`config.mk`:
```
export PLATFORM = sky130hd
export DESIGN_NAME = progmem_route
export DESIGN_NICKNAME = d
export VERILOG_FILES = /design/src/rtl/progmem_pkg.sv /design/src/rtl/pm_unlock.sv /design/src/rtl/pm_size_reg.sv /design/src/rtl/pm_decode.sv /design/src/rtl/progmem_route.sv
export SDC_FILE = /design/constraint.sdc
export NUM_CORES = 1
export LEC_CHECK = 0
export CAP_MARGIN = 20
export CORE_MARGIN = 4
export CORE_UTILIZATION = 31
export DETAILED_ROUTE_END_ITERATION = 16
export PLACE_DENSITY = 0.59
export SLEW_MARGIN = 20
export SYNTH_ARGS = -nofsm -noshare
export SYNTH_HDL_FRONTEND = slang
export SYNTH_SLANG_ARGS = --single-unit
export TNS_END_PERCENT = 50
```
`constraint.sdc`:
```
create_clock -name clk -period 5.9 [get_ports clk]
set_clock_uncertainty 0.15 [all_clocks]
set_input_delay 0.885 -clock clk [delete_from_list [all_inputs] [get_ports clk]]
set_output_delay 0.885 -clock clk [all_outputs]
set_load 0.1 [all_outputs]
```
`src/rtl/progmem_pkg.sv`:
```
package progmem_pkg;
  localparam int ADDR_W = 16;
  localparam int CODE_W = 3;
  localparam int SHIFT_BASE = 9;

  // Highest on-chip address for code c (c>0): 2^(c+9)-1, one bit wider than the address
  function automatic logic [ADDR_W:0] top_addr(input logic [CODE_W-1:0] code);
    logic [ADDR_W:0] one;
    one = (ADDR_W+1)'(1);
    return (one << (5'(code) + 5'(SHIFT_BASE))) - one;
  endfunction

  function automatic logic hits_onchip(input logic [CODE_W-1:0] code,
                                       input logic [ADDR_W-1:0] addr);
    return (code != '0) && ({1'b0, addr} <= top_addr(code));
  endfunction

  function automatic logic [CODE_W-1:0] clamp_code(input logic [CODE_W-1:0] req,
                                                   input logic [CODE_W-1:0] max);
    return (req > max) ? max : req;
  endfunction
endpackage

```
`src/rtl/pm_unlock.sv`:
```
module pm_unlock #(
  parameter logic [7:0] KEY_A   = 8'hA5,
  parameter logic [7:0] KEY_B   = 8'h5A,
  parameter int         WIN_LEN = 4
) (
  input  logic       clk,
  input  logic       rst_n,
  input  logic       key_we,
  input  logic [7:0] key_data,
  output logic       win_open
);
  localparam int CNT_W = $clog2(WIN_LEN + 1);

  logic             armed;
  logic [CNT_W-1:0] left_q;

  always_ff @(posedge clk) begin
    if (!rst_n) begin
      armed  <= 1'b0;
      left_q <= '0;
    end else begin
      armed <= key_we && (key_data == KEY_A);
      if (key_we && (key_data == KEY_B) && armed)
        left_q <= CNT_W'(WIN_LEN);
      else if (left_q != '0)
        left_q <= left_q - CNT_W'(1);
    end
  end

  assign win_open = (left_q != '0);
endmodule

```
`src/rtl/pm_size_reg.sv`:
```
module pm_size_reg
  import progmem_pkg::*;
#(
  parameter int FULL_CODE = 5
) (
  input  logic              clk,
  input  logic              rst_n,
  input  logic              wr_accept,
  input  logic [CODE_W-1:0] wdata,
  output logic [CODE_W-1:0] code
);
  localparam logic [CODE_W-1:0] MAX_CODE = CODE_W'(FULL_CODE);

  always_ff @(posedge clk) begin
    if (!rst_n)
      code <= MAX_CODE;
    else if (wr_accept)
      code <= clamp_code(wdata, MAX_CODE);
  end
endmodule

```
`src/rtl/pm_decode.sv`:
```
module pm_decode
  import progmem_pkg::*;
(
  input  logic              fetch_valid,
  input  logic [ADDR_W-1:0] fetch_addr,
  input  logic              ext_only_n,
  input  logic [CODE_W-1:0] code,
  output logic              int_sel,
  output logic              ext_req,
  output logic              prog_strobe_n
);
  logic onchip_hit;

  always_comb begin
    onchip_hit    = ext_only_n && hits_onchip(code, fetch_addr);
    int_sel       = fetch_valid && onchip_hit;
    ext_req       = fetch_valid && !onchip_hit;
    prog_strobe_n = !(fetch_valid && !onchip_hit);
  end
endmodule

```
`src/rtl/progmem_route.sv`:
```
module progmem_route
  import progmem_pkg::*;
#(
  parameter int         FULL_CODE = 5,
  parameter logic [7:0] KEY_A     = 8'hA5,
  parameter logic [7:0] KEY_B     = 8'h5A,
  parameter int         WIN_LEN   = 4
) (
  input  logic        clk,
  input  logic        rst_n,
  input  logic        key_we,
  input  logic [7:0]  key_data,
  input  logic        size_we,
  input  logic [2:0]  size_wdata,
  output logic [7:0]  size_rdata,
  input  logic        fetch_valid,
  input  logic [15:0] fetch_addr,
  input  logic        ext_only_n,
  output logic        int_sel,
  output logic        ext_req,
  output logic        prog_strobe_n
);
  logic              win_open;
  logic              wr_accept;
  logic [CODE_W-1:0] size_code;

  pm_unlock #(.KEY_A(KEY_A), .KEY_B(KEY_B), .WIN_LEN(WIN_LEN)) unlock_i (
    .clk(clk), .rst_n(rst_n), .key_we(key_we), .key_data(key_data),
    .win_open(win_open)
  );

  assign wr_accept = size_we && win_open;

  pm_size_reg #(.FULL_CODE(FULL_CODE)) size_i (
    .clk(clk), .rst_n(rst_n), .wr_accept(wr_accept), .wdata(size_wdata),
    .code(size_code)
  );

  assign size_rdata = {{(8-CODE_W){1'b0}}, size_code};

  pm_decode dec_i (
    .fetch_valid(fetch_valid), .fetch_addr(fetch_addr), .ext_only_n(ext_only_n),
    .code(size_code), .int_sel(int_sel), .ext_req(ext_req),
    .prog_strobe_n(prog_strobe_n)
  );
endmodule

```
=== Word-level counts from Yosys, hierarchy flattened ===
Index checks and enable logic that the tools add are counted.
W data, S select, Z words.

* Input bits: 33
* Output and inout port bits: 11
* Word-level logic and storage cells: 30
* Register bits: 7

* Eq/ne operators: 2
* Add/sub/neg operators: 3
* Magnitude comparators: 2
* Bitwise operators: 1
* Muxes and demuxes: 3
* Reduce and logical (&&, ||, !) cells: 14
* Shift operators: 1

{| class="wikitable"
|+ Operator list
! operator !! number
|-
| $le A16 B17 Y1 || 1
|-
| $shl A1 B5 Y17 const A || 1
|-
| $sub A17 B1 Y17 const B || 1
|-
| $mux W3 || 3
|-
| $eq A8 B7 Y1 const B || 1
|-
| $eq A8 B8 Y1 const B || 1
|-
| $logic_and A1 B1 Y1 || 8
|-
| $reduce_bool A3 Y1 || 2
|-
| $add A3 B4 Y5 const B || 1
|-
| $gt A3 B3 Y1 const B || 1
|-
| $sub A3 B1 Y3 const B || 1
|-
| $logic_not A1 Y1 || 2
|-
| $reduce_bool A2 Y1 || 1
|-
| $reduce_or A2 Y1 || 1
|-
| $not A1 Y1 || 1
|}

=== Longest topological paths before layout ===
Gate-level depths: netlist of the first run.

* Depth after elaboration: 9
* Depth in mapped cells: 16
* Gate-level depth less buffers: 14

=== Hierarchy ===
Synthesis of the first run repeated with hierarchy kept, for this count alone.

* Cell total of the unflattened synthesis: 147
* Area, all modules: 1124.8 um^2

{| class="wikitable"
|+ By module, submodules not included
! module !! times used !! seq. area each (um^2) !! cells an instance !! area an instance (um^2)
|-
| pm_decode || 1 || 0.0 || 102 || 719.4
|-
| pm_unlock || 1 || 80.1 || 25 || 244.0
|-
| pm_size_reg || 1 || 60.1 || 13 || 113.9
|-
| progmem_route || 1 || 0.0 || 7 || 47.5
|}

=== Worst setup path after synthesis of the first run ===
No wires, ideal clock.

* Path kind: flip-flop to output port
* Start point: register size_i.code[1]
* End point: output port int_sel
* Cell stages (with the launch flop): 17
* Data required time: 4.865 ns
* Arrival: 5.765 ns
* Buffers on the path: 2
* Slack: -0.900 ns
* Path through: dfxtp_1 > clkbuf_1 > and2_1 > ha_1 > buf_2 > inv_1 > nand3_2 > ha_1 > inv_1 > nand3_1 > a21oi_1 > a21oi_1 > ha_1 > nand4_1 > o31ai_1 > o21ai_0 > nor3b_1

* Longest elaborated chain between the ends: 7
* Elaborated cells between the ends (all ways): 8
* Classes of those cells: add/sub (2); order compare (1); shift (1); reduce/logical (4)

{| class="wikitable"
|+ Ends and longest elaborated chain
! element !! line !! source
|-
| from (decl) || pm_size_reg.sv:10 || <nowiki>output logic [CODE_W-1:0] code</nowiki>
|-
| from (signal assigned) || pm_size_reg.sv:18 || <nowiki>code <= clamp_code(wdata, MAX_CODE);</nowiki>
|-
| $add A3 B4 Y5 || progmem_pkg.sv:10 || <nowiki>return (one << (5'(code) + 5'(SHIFT_BASE))) - one;</nowiki>
|-
| $shl A1 B5 Y17 || progmem_pkg.sv:10 ||
|-
| $sub A17 B1 Y17 || progmem_pkg.sv:10 ||
|-
| $le A16 B17 Y1 || progmem_pkg.sv:15 || <nowiki>return (code != '0) && ({1'b0, addr} <= top_addr(code));</nowiki>
|-
| $logic_and A1 B1 Y1 * || progmem_pkg.sv:15 ||
|-
| $logic_and A1 B1 Y1 * || pm_decode.sv:15 || <nowiki>onchip_hit = ext_only_n && hits_onchip(code, fetch_addr);</nowiki>
|-
| $logic_and A1 B1 Y1 * || pm_decode.sv:16 || <nowiki>int_sel = fetch_valid && onchip_hit;</nowiki>
|-
| to (decl) || progmem_route.sv:19 || <nowiki>output logic int_sel,</nowiki>
|}

Mark *: on every way between the ends. The rest lies on a longest branch, timed or not.

=== Worst setup path in the final report of the first run ===
* Start point: register size_i.code[1]
* End point: output port prog_strobe_n

* Longest elaborated chain between the ends: 9
* Elaborated cells between the ends (all ways): 10
* Classes of those cells: add/sub (2); order compare (1); shift (1); reduce/logical (6)

{| class="wikitable"
|+ Ends and longest elaborated chain
! element !! line !! source
|-
| $add A3 B4 Y5 || progmem_pkg.sv:10 ||
|-
| $shl A1 B5 Y17 || progmem_pkg.sv:10 ||
|-
| $sub A17 B1 Y17 || progmem_pkg.sv:10 ||
|-
| $le A16 B17 Y1 || progmem_pkg.sv:15 ||
|-
| $logic_and A1 B1 Y1 * || progmem_pkg.sv:15 ||
|-
| $logic_and A1 B1 Y1 * || pm_decode.sv:15 ||
|-
| $logic_not A1 Y1 * || pm_decode.sv:18 || <nowiki>prog_strobe_n = !(fetch_valid && !onchip_hit);</nowiki>
|-
| $logic_and A1 B1 Y1 * || pm_decode.sv:18 ||
|-
| $logic_not A1 Y1 * || pm_decode.sv:18 ||
|-
| to (decl) || progmem_route.sv:21 || <nowiki>output logic prog_strobe_n</nowiki>
|}

Marked as above.

==> results.json, run 1 <==
{
  "status": "finished, final reports clean",
  "number_of_resized_instances_in_the_post_cts_repair_step": 0,
  "average_cell_area_after_synthesis_sq_um": 7.56,
  "h_tree_depth": 1,
  "antenna_left": 0,
  "post-route-period-util_pct": 81.2,
  "chipHeight_um": 63.6,
  "grt_start_max_net_pins": 17,
  "vias": 1027,
  "clock_sinks": 7,
  "clk_root_buffer_cell": "sky130_fd_sc_hd__clkbuf_4",
  "grt_first_pass_wirelength_um": 3910,
  "leakage_nw": 0.552,
  "drcViolationCount": 0,
  "crit_family": "compound AO/OA/AOI/OAI gates",
  "ys_top_cells_by_area": "sky130_fd_sc_hd__ha_1, sky130_fd_sc_hd__dfxtp_1, sky130_fd_sc_hd__nand2_1, sky130_fd_sc_hd__buf_4, sky130_fd_sc_hd__a21oi_1",
  "horizontal_die_dimension_um": 63.6,
  "synth_area_leader_cell": "sky130_fd_sc_hd__ha_1",
  "fmax_mhz": 209,
  "number_of_buffers_created_by_cts": 3,
  "basic_gate_share_of_the_synthesized_area_counting_and_or_nand_and_nor_cells_pct": 29.6,
  "synth_compound_area_share_pct": 21.3,
  "synth-warning-count": 0,
  "yosys.area_share.adder_pct": 19.6,
  "fraction_of_final_layout_cells_with_drive_strength_greater_than_1_pct": 8.54,
  "place_ws_ns": 1.35,
  "final_period_minus_worst_setup_slack_ns": 4.79,
  "fp-row-count": 19,
  "dp_hpwl_um": 1980,
  "first_global_vias": 946,
  "post_synth_num_cell_types": 37,
  "setup-violations-final": 0,
  "vdd_drop_max_v": 0.000147,
  "setup_slack_ns": 1.11,
  "path_cells": "and2_1 > ha_1 > inv_1 > nand3_2 > ha_1 > inv_1 > nand3_1 > a21oi_1 > a21oi_1 > ha_1 > nand4_1 > o31ai_1 > o21ai_0 > o21ai_0 > buf_4",
  "worst_slew_pin_slew_ns": 0.980,
  "firstDrtPassIters": 4,
  "cts-hold-fix-buffers": 0,
  "cts.repair_timing.setup_buffer_count": 0,
  "max_cap_violations": 0,
  "ys_dominant_reg_cell": "sky130_fd_sc_hd__dfxtp_1",
  "post-route-util_pct": 47.7,
  "clock_latency_ns": 0.25,
  "synth_top_family_by_area": "simple AND/OR/NAND/NOR gates",
  "antenna_found_initial": 0,
  "timing.max_slew.rel_slack_pct": 34.5,
  "drt-total-wl_um": 2310,
  "syn_to_final_growth_pct": 41.7,
  "track_usage_pct": 11.7,
  "timing.critical_path.required_ns": 4.87,
  "count_of_pins_over_their_slew_limit": 0,
  "max_stage_delay_ns": 0.54,
  "boundaryPins": 44,
  "worstHoldPathType": "register to register",
  "io_buffer_count": 38,
  "synth-async-reset-ratio_pct": 0,
  "critPathMostFrequentCell": "sky130_fd_sc_hd__ha_1",
  "clk_pin_slew_ns": 0.05,
  "endpoint_kind": "output port",
  "yosysSeqAreaShare_pct": 14.6,
  "yosys.area.top_type_share_pct": 19.6,
  "critical_path.max_fanout": 13,
  "synthXorXnorAreaFrac_pct": 3.65,
  "hold_viol": 0,
  "gr-total-overflow": 0,
  "place_congestion": 0.767,
  "syn_area_sq_um": 960,
  "clockBufferDepth": 2,
  "floorplan.initialDensity_pct": 33.6,
  "post_synth_mux_area_share_pct": 2.22,
  "fin_nets": 213,
  "die_area_sq_um": 4050,
  "count_of_mapped_cells_out_of_synthesis": 127,
  "critical_path.startpoint_type": "register",
  "setup_repair_after_global_routing_missed_its_margin": "false",
  "drt_first_iter_violations": 39,
  "routedWlPerCell_um": 11.8,
  "number_of_enable_flip_flop_cells_after_synthesis": 0,
  "type_of_the_worst_setup_path": "register to output port",
  "power-per-cell-area_nw_per_um2": 276,
  "core_sq_um": 2850,
  "detail_route.vias_per_cell": 5.27,
  "cts_tree": "built",
  "final_antenna_diode_count": 0,
  "synth.ff_latch_count": 7,
  "timing.critical_path.arrival_ns": 3.76,
  "cp_num_buf_inv": 3,
  "crit_slowest_cell": "sky130_fd_sc_hd__dfxtp_1"
}
[cell type report]
class,count,area (sq um)
multi-input combinational,109,759
inverter,6,22.5
clock buffer,4,26.3
timing repair buffer,38,373
sequential,7,140
tap,31,38.8
fill,298,1490
[synthesized netlist by cell type (2+ instances only)]
cell,n
sky130_fd_sc_hd__nand4_1,3
sky130_fd_sc_hd__o21a_1,4
sky130_fd_sc_hd__ha_1,15
sky130_fd_sc_hd__a31oi_1,4
sky130_fd_sc_hd__conb_1,2
sky130_fd_sc_hd__a21oi_1,8
sky130_fd_sc_hd__nand3_1,8
sky130_fd_sc_hd__a211oi_1,2
sky130_fd_sc_hd__nor3b_1,2
sky130_fd_sc_hd__xnor2_1,4
sky130_fd_sc_hd__buf_4,6
sky130_fd_sc_hd__o21ai_0,6
sky130_fd_sc_hd__nor4bb_1,4
sky130_fd_sc_hd__nand2_1,14
sky130_fd_sc_hd__and4_1,2
sky130_fd_sc_hd__dfxtp_1,7
sky130_fd_sc_hd__or2_2,2
sky130_fd_sc_hd__nor3_1,2
sky130_fd_sc_hd__nor2_1,8
sky130_fd_sc_hd__clkbuf_1,2
sky130_fd_sc_hd__inv_1,6
[flip-flops by register name, summed over array words and instances, names as in the netlist]
signal	cells
size_i.code	3
unlock_i.armed	1
unlock_i.left_q	3
[path summary, 6_finish.rpt]
kind                                            to  slack, ns  cells after the start          startpoint
worst max-delay path                 prog_strobe_n       1.11                     15      size_i.code[1]
worst min-delay path            unlock_i.left_q[1]       0.35                      2  unlock_i.left_q[1]
worst max register to register      size_i.code[1]       4.37                      7  unlock_i.left_q[0]
worst min register to register  unlock_i.left_q[1]       0.35                      2  unlock_i.left_q[1]
[cell families (layout without fill, tap and decap cells)]
group                    after synthesis  count (layout)
multiplexers                           2               2
flip-flops                             7               7
AND/OR/NAND/NOR                       51              51
AO/OA/AOI/OAI                         31              31
XOR/XNOR                               4               4
adder cells (fa/ha/maj)               15              15
other                                  2               6
buffers and inverters                 15              48
[per-stage QoR]
stage / total power [mW] / instances / hold slack (ns) / TNS, ns / instance area [sq um]
final: 0.376 / 195 / 0.350 / 0 / 1360
after global routing: 0.412 / 195 / 0.401 / 0 / 1360
after CTS: 0.380 / 195 / 0.354 / 0 / 1360
after detailed placement: 0.336 / 191 / 0.350 / 0 / 1330
after global placement: 0.329 / 191 / 0.335 / 0 / 1330
after floorplan: 0.277 / 131 / 0.321 / -0.840 / 980
[cells in the final DEF (no fill, tap or decap), types with 3 or more instances in the layout]
| cell | instances |
|---|---|
| sky130_fd_sc_hd__nand3_1 | 8 |
| sky130_fd_sc_hd__a21oi_1 | 8 |
| sky130_fd_sc_hd__o21ai_0 | 6 |
| sky130_fd_sc_hd__nor2_1 | 8 |
| sky130_fd_sc_hd__a31oi_1 | 4 |
| sky130_fd_sc_hd__inv_1 | 6 |
| sky130_fd_sc_hd__clkdlybuf4s50_1 | 35 |
| sky130_fd_sc_hd__conb_1 | 6 |
| sky130_fd_sc_hd__nand4_1 | 3 |
| sky130_fd_sc_hd__xnor2_1 | 4 |
| sky130_fd_sc_hd__nor4bb_1 | 4 |
| sky130_fd_sc_hd__clkbuf_4 | 3 |
| sky130_fd_sc_hd__nand2_1 | 14 |
| sky130_fd_sc_hd__buf_4 | 3 |
| sky130_fd_sc_hd__ha_1 | 15 |
| sky130_fd_sc_hd__dfxtp_1 | 7 |
| sky130_fd_sc_hd__o21a_1 | 4 |
[routing by layer]
metal  track usage [%]  vias to the layer above  wire length [um]
met3              3.91                        2               171
met2              18.1                       36              1050
li1                  -                      533                 -
met5                 0                        -                 0
met4              2.16                        0                 6
met1              15.8                      456              1080
[report_power, final]
| group | leakage [nW] | switching (mW) | total, mW | internal [mW] |
|---|---|---|---|---|
| logic | 0.480 | 0.155 | 0.251 | 0.0960 |
| registers | 0.0577 | 0.0205 | 0.0819 | 0.0614 |
| clock network | 0.0150 | 0.0169 | 0.0426 | 0.0258 |
| total | 0.552 | 0.192 | 0.376 | 0.183 |
[worst register-to-register path: stages (launching register included)]
cell and delay (ns):
sky130_fd_sc_hd__dfxtp_1 0.34, sky130_fd_sc_hd__inv_1 0.06, sky130_fd_sc_hd__ha_1 0.21, sky130_fd_sc_hd__nand2b_1 0.18, sky130_fd_sc_hd__nand2_1 0.15, sky130_fd_sc_hd__nor3b_1 0.20
sky130_fd_sc_hd__a21oi_1 0.06, sky130_fd_sc_hd__nor2b_1 0.12
Note: power is estimated with default switching activity, not from simulation.
==> run 2: changes to the inputs <==
==> constraint.sdc (replaced) <==
create_clock -name clk -period 4.58 [get_ports clk]
set_clock_uncertainty 0.15 [all_clocks]
set_input_delay 0.687 -clock clk [delete_from_list [all_inputs] [get_ports clk]]
set_output_delay 0.687 -clock clk [all_outputs]
set_load 0.1 [all_outputs]
==> run 2 against run 1 <==
  * Global-route usage rose by 0.11 points
  * Clock power grew 31%
  * Total power up 35%
  * Die area unchanged
  * Sequential power is 33% higher
  * Largest cell class unchanged
  * Critical endpoint is now int_sel
  * First-iteration DRC count decreased by 21%
  * Non-clock buffer count unchanged
  * Combinational power grew 35%
  * Cell count unchanged
==> results.json, run 2 (synthesized netlist as in run 1, its figures left out) <==
{
  "status": "finished, final reports clean",
  "place_congestion": 0.807,
  "boundaryPins": 44,
  "die_area_sq_um": 4050,
  "post_layout_nonfiller_instances": 195,
  "clock_latency_ns": 0.26,
  "power-per-cell-area_nw_per_um2": 347,
  "antenna_left": 0,
  "drcViolationCount": 0,
  "timing.critical_path.required_ns": 3.74,
  "floorplan.initialDensity_pct": 33.6,
  "leakage_nw": 0.574,
  "fin_nets": 213,
  "number_of_buffers_created_by_cts": 3,
  "track_usage_pct": 11.8,
  "timing.max_slew.rel_slack_pct": 35.1,
  "setup_repair_after_global_routing_missed_its_margin": "false",
  "critical_path.startpoint_type": "register",
  "final_period_minus_worst_setup_slack_ns": 4.28,
  "post-route-period-util_pct": 93.5,
  "detail_route.vias_per_cell": 5.15,
  "cts-hold-fix-buffers": 0,
  "cts.repair_timing.setup_buffer_count": 0,
  "layout_common_cells": "sky130_fd_sc_hd__clkdlybuf4s50_1, sky130_fd_sc_hd__nand2_1, sky130_fd_sc_hd__ha_1",
  "endpoint_kind": "output port",
  "h_tree_depth": 1,
  "n_fill_cell": 262,
  "clk_root_buffer_cell": "sky130_fd_sc_hd__clkbuf_4",
  "vias": 1004,
  "pwr-share-clk_pct": 11.1,
  "horizontal_die_dimension_um": 63.6,
  "timing.critical_path.arrival_ns": 3.45,
  "count_of_pins_over_their_slew_limit": 0,
  "hold_viol": 0,
  "clockBufferDepth": 2,
  "gr-total-overflow": 0,
  "combinationalPowerShare_pct": 67.3,
  "number_of_resized_instances_in_the_post_cts_repair_step": 0,
  "layout_commonest_cell": "sky130_fd_sc_hd__clkdlybuf4s50_1",
  "final_antenna_diode_count": 0,
  "grt_first_pass_wirelength_um": 4030,
  "critical_path.max_fanout": 13,
  "dp_cells": 191,
  "grt_start_max_net_pins": 17,
  "io_buffer_count": 38,
  "setup-violations-final": 0,
  "first_global_vias": 955,
  "fmax_mhz": 233,
  "cts_tree": "built",
  "core_sq_um": 2850,
  "share_seq_of_total_power_pct": 21.6,
  "sequential_cell_area_sq_um": 149,
  "max_cap_violations": 0,
  "layout_top_registers": "size_i.code x3, unlock_i.left_q x3, unlock_i.armed x1",
  "clk_pin_slew_ns": 0.06,
  "whs_ns": 0.356,
  "drt_first_iter_violations": 31,
  "worst_slew_pin_slew_ns": 0.970,
  "fraction_of_final_layout_cells_with_drive_strength_greater_than_1_pct": 14.0,
  "antenna_found_initial": 0,
  "dp_hpwl_um": 2050,
  "intPower_uw": 248,
  "power.share.switching_pct": 50.9,
  "vdd_drop_max_v": 0.000191,
  "routedWlPerCell_um": 12.2,
  "chipHeight_um": 63.6,
  "clock_sinks": 7,
  "fp-row-count": 19,
  "firstDrtPassIters": 4,
  "drt-total-wl_um": 2380,
  "worstHoldPathType": "register to register",
  "syn_to_final_growth_pct": 51.9,
  "multi_input_comb_area_sq_um": 810,
  "type_of_the_worst_setup_path": "register to output port",
  "switching_power_uw": 258
}
run 2: cell types whose count changed in the layout (fill, tap and decap cells not counted), sizes merged:
cell    delta
clkinv     +1
clkbuf     -1
run 2: worst paths after layout:
kind,start,to,slack [ns],depth (start not counted)
hold / removal,unlock_i.left_q[1],unlock_i.left_q[1],0.36,2
setup / recovery,size_i.code[1],int_sel,0.30,12
hold reg to reg,unlock_i.left_q[1],unlock_i.left_q[1],0.36,2
setup reg to reg,unlock_i.left_q[0],size_i.code[1],3.03,7
run 2: per-layer routing:
metal / GRT usage (%) / wire [um] / vias to the layer above
met5: 0 / 0 / -
li1: - / - / 530
met1: 14.3 / 1090 / 450
met4: 4.04 / 24 / 0
met3: 2.31 / 94 / 4
met2: 20.6 / 1170 / 20
run 2: worst max-delay path, cell delays in order (launching register included):
cell                      delay [ns]
sky130_fd_sc_hd__dfxtp_4        0.38
sky130_fd_sc_hd__and2_1         0.18
sky130_fd_sc_hd__ha_1           0.42
sky130_fd_sc_hd__nand2_1        0.13
sky130_fd_sc_hd__o21a_1         0.18
sky130_fd_sc_hd__o21a_1         0.18
sky130_fd_sc_hd__ha_1           0.29
sky130_fd_sc_hd__nand4_1        0.13
sky130_fd_sc_hd__or2_2          0.37
sky130_fd_sc_hd__o31ai_4        0.32
sky130_fd_sc_hd__o21ai_2        0.16
sky130_fd_sc_hd__nor3b_4        0.24
sky130_fd_sc_hd__buf_12         0.20
run 2: power by group through the flow:
stage,combinational [mW],clock [mW],sequential [mW]
detailed placement,0.340,0,0.111
global placement,0.335,0,0.109
finish,0.340,0.0560,0.109
CTS,0.342,0.0584,0.110
floorplan,0.225,0,0.140
global route,0.372,0.0638,0.114
run 2: final cells by class:
type	count	area share (%)
multi-input cells	109	55.5
well taps	31	2.66
flip-flops and latches	7	10.2
inverters	6	1.55
repair buffers	38	28.2
clock buffers	3	1.55
clock inverters	1	0.343
run 2: metrics by stage:
stage	setup TNS (ns)	worst slack [ns]	utilization, %	instance area, sq um	power (mW)
3_3_place_gp	0	0.511	49.3	1410	0.444
4_1_cts	0	0.133	50.3	1440	0.510
2_1_floorplan	-0.0894	-0.0894	-	1020	0.365
5_1_grt	0	0.0318	51.1	1460	0.550
3_5_place_dp	0	0.437	49.3	1410	0.450
6_report	0	0.296	51.1	1460	0.506
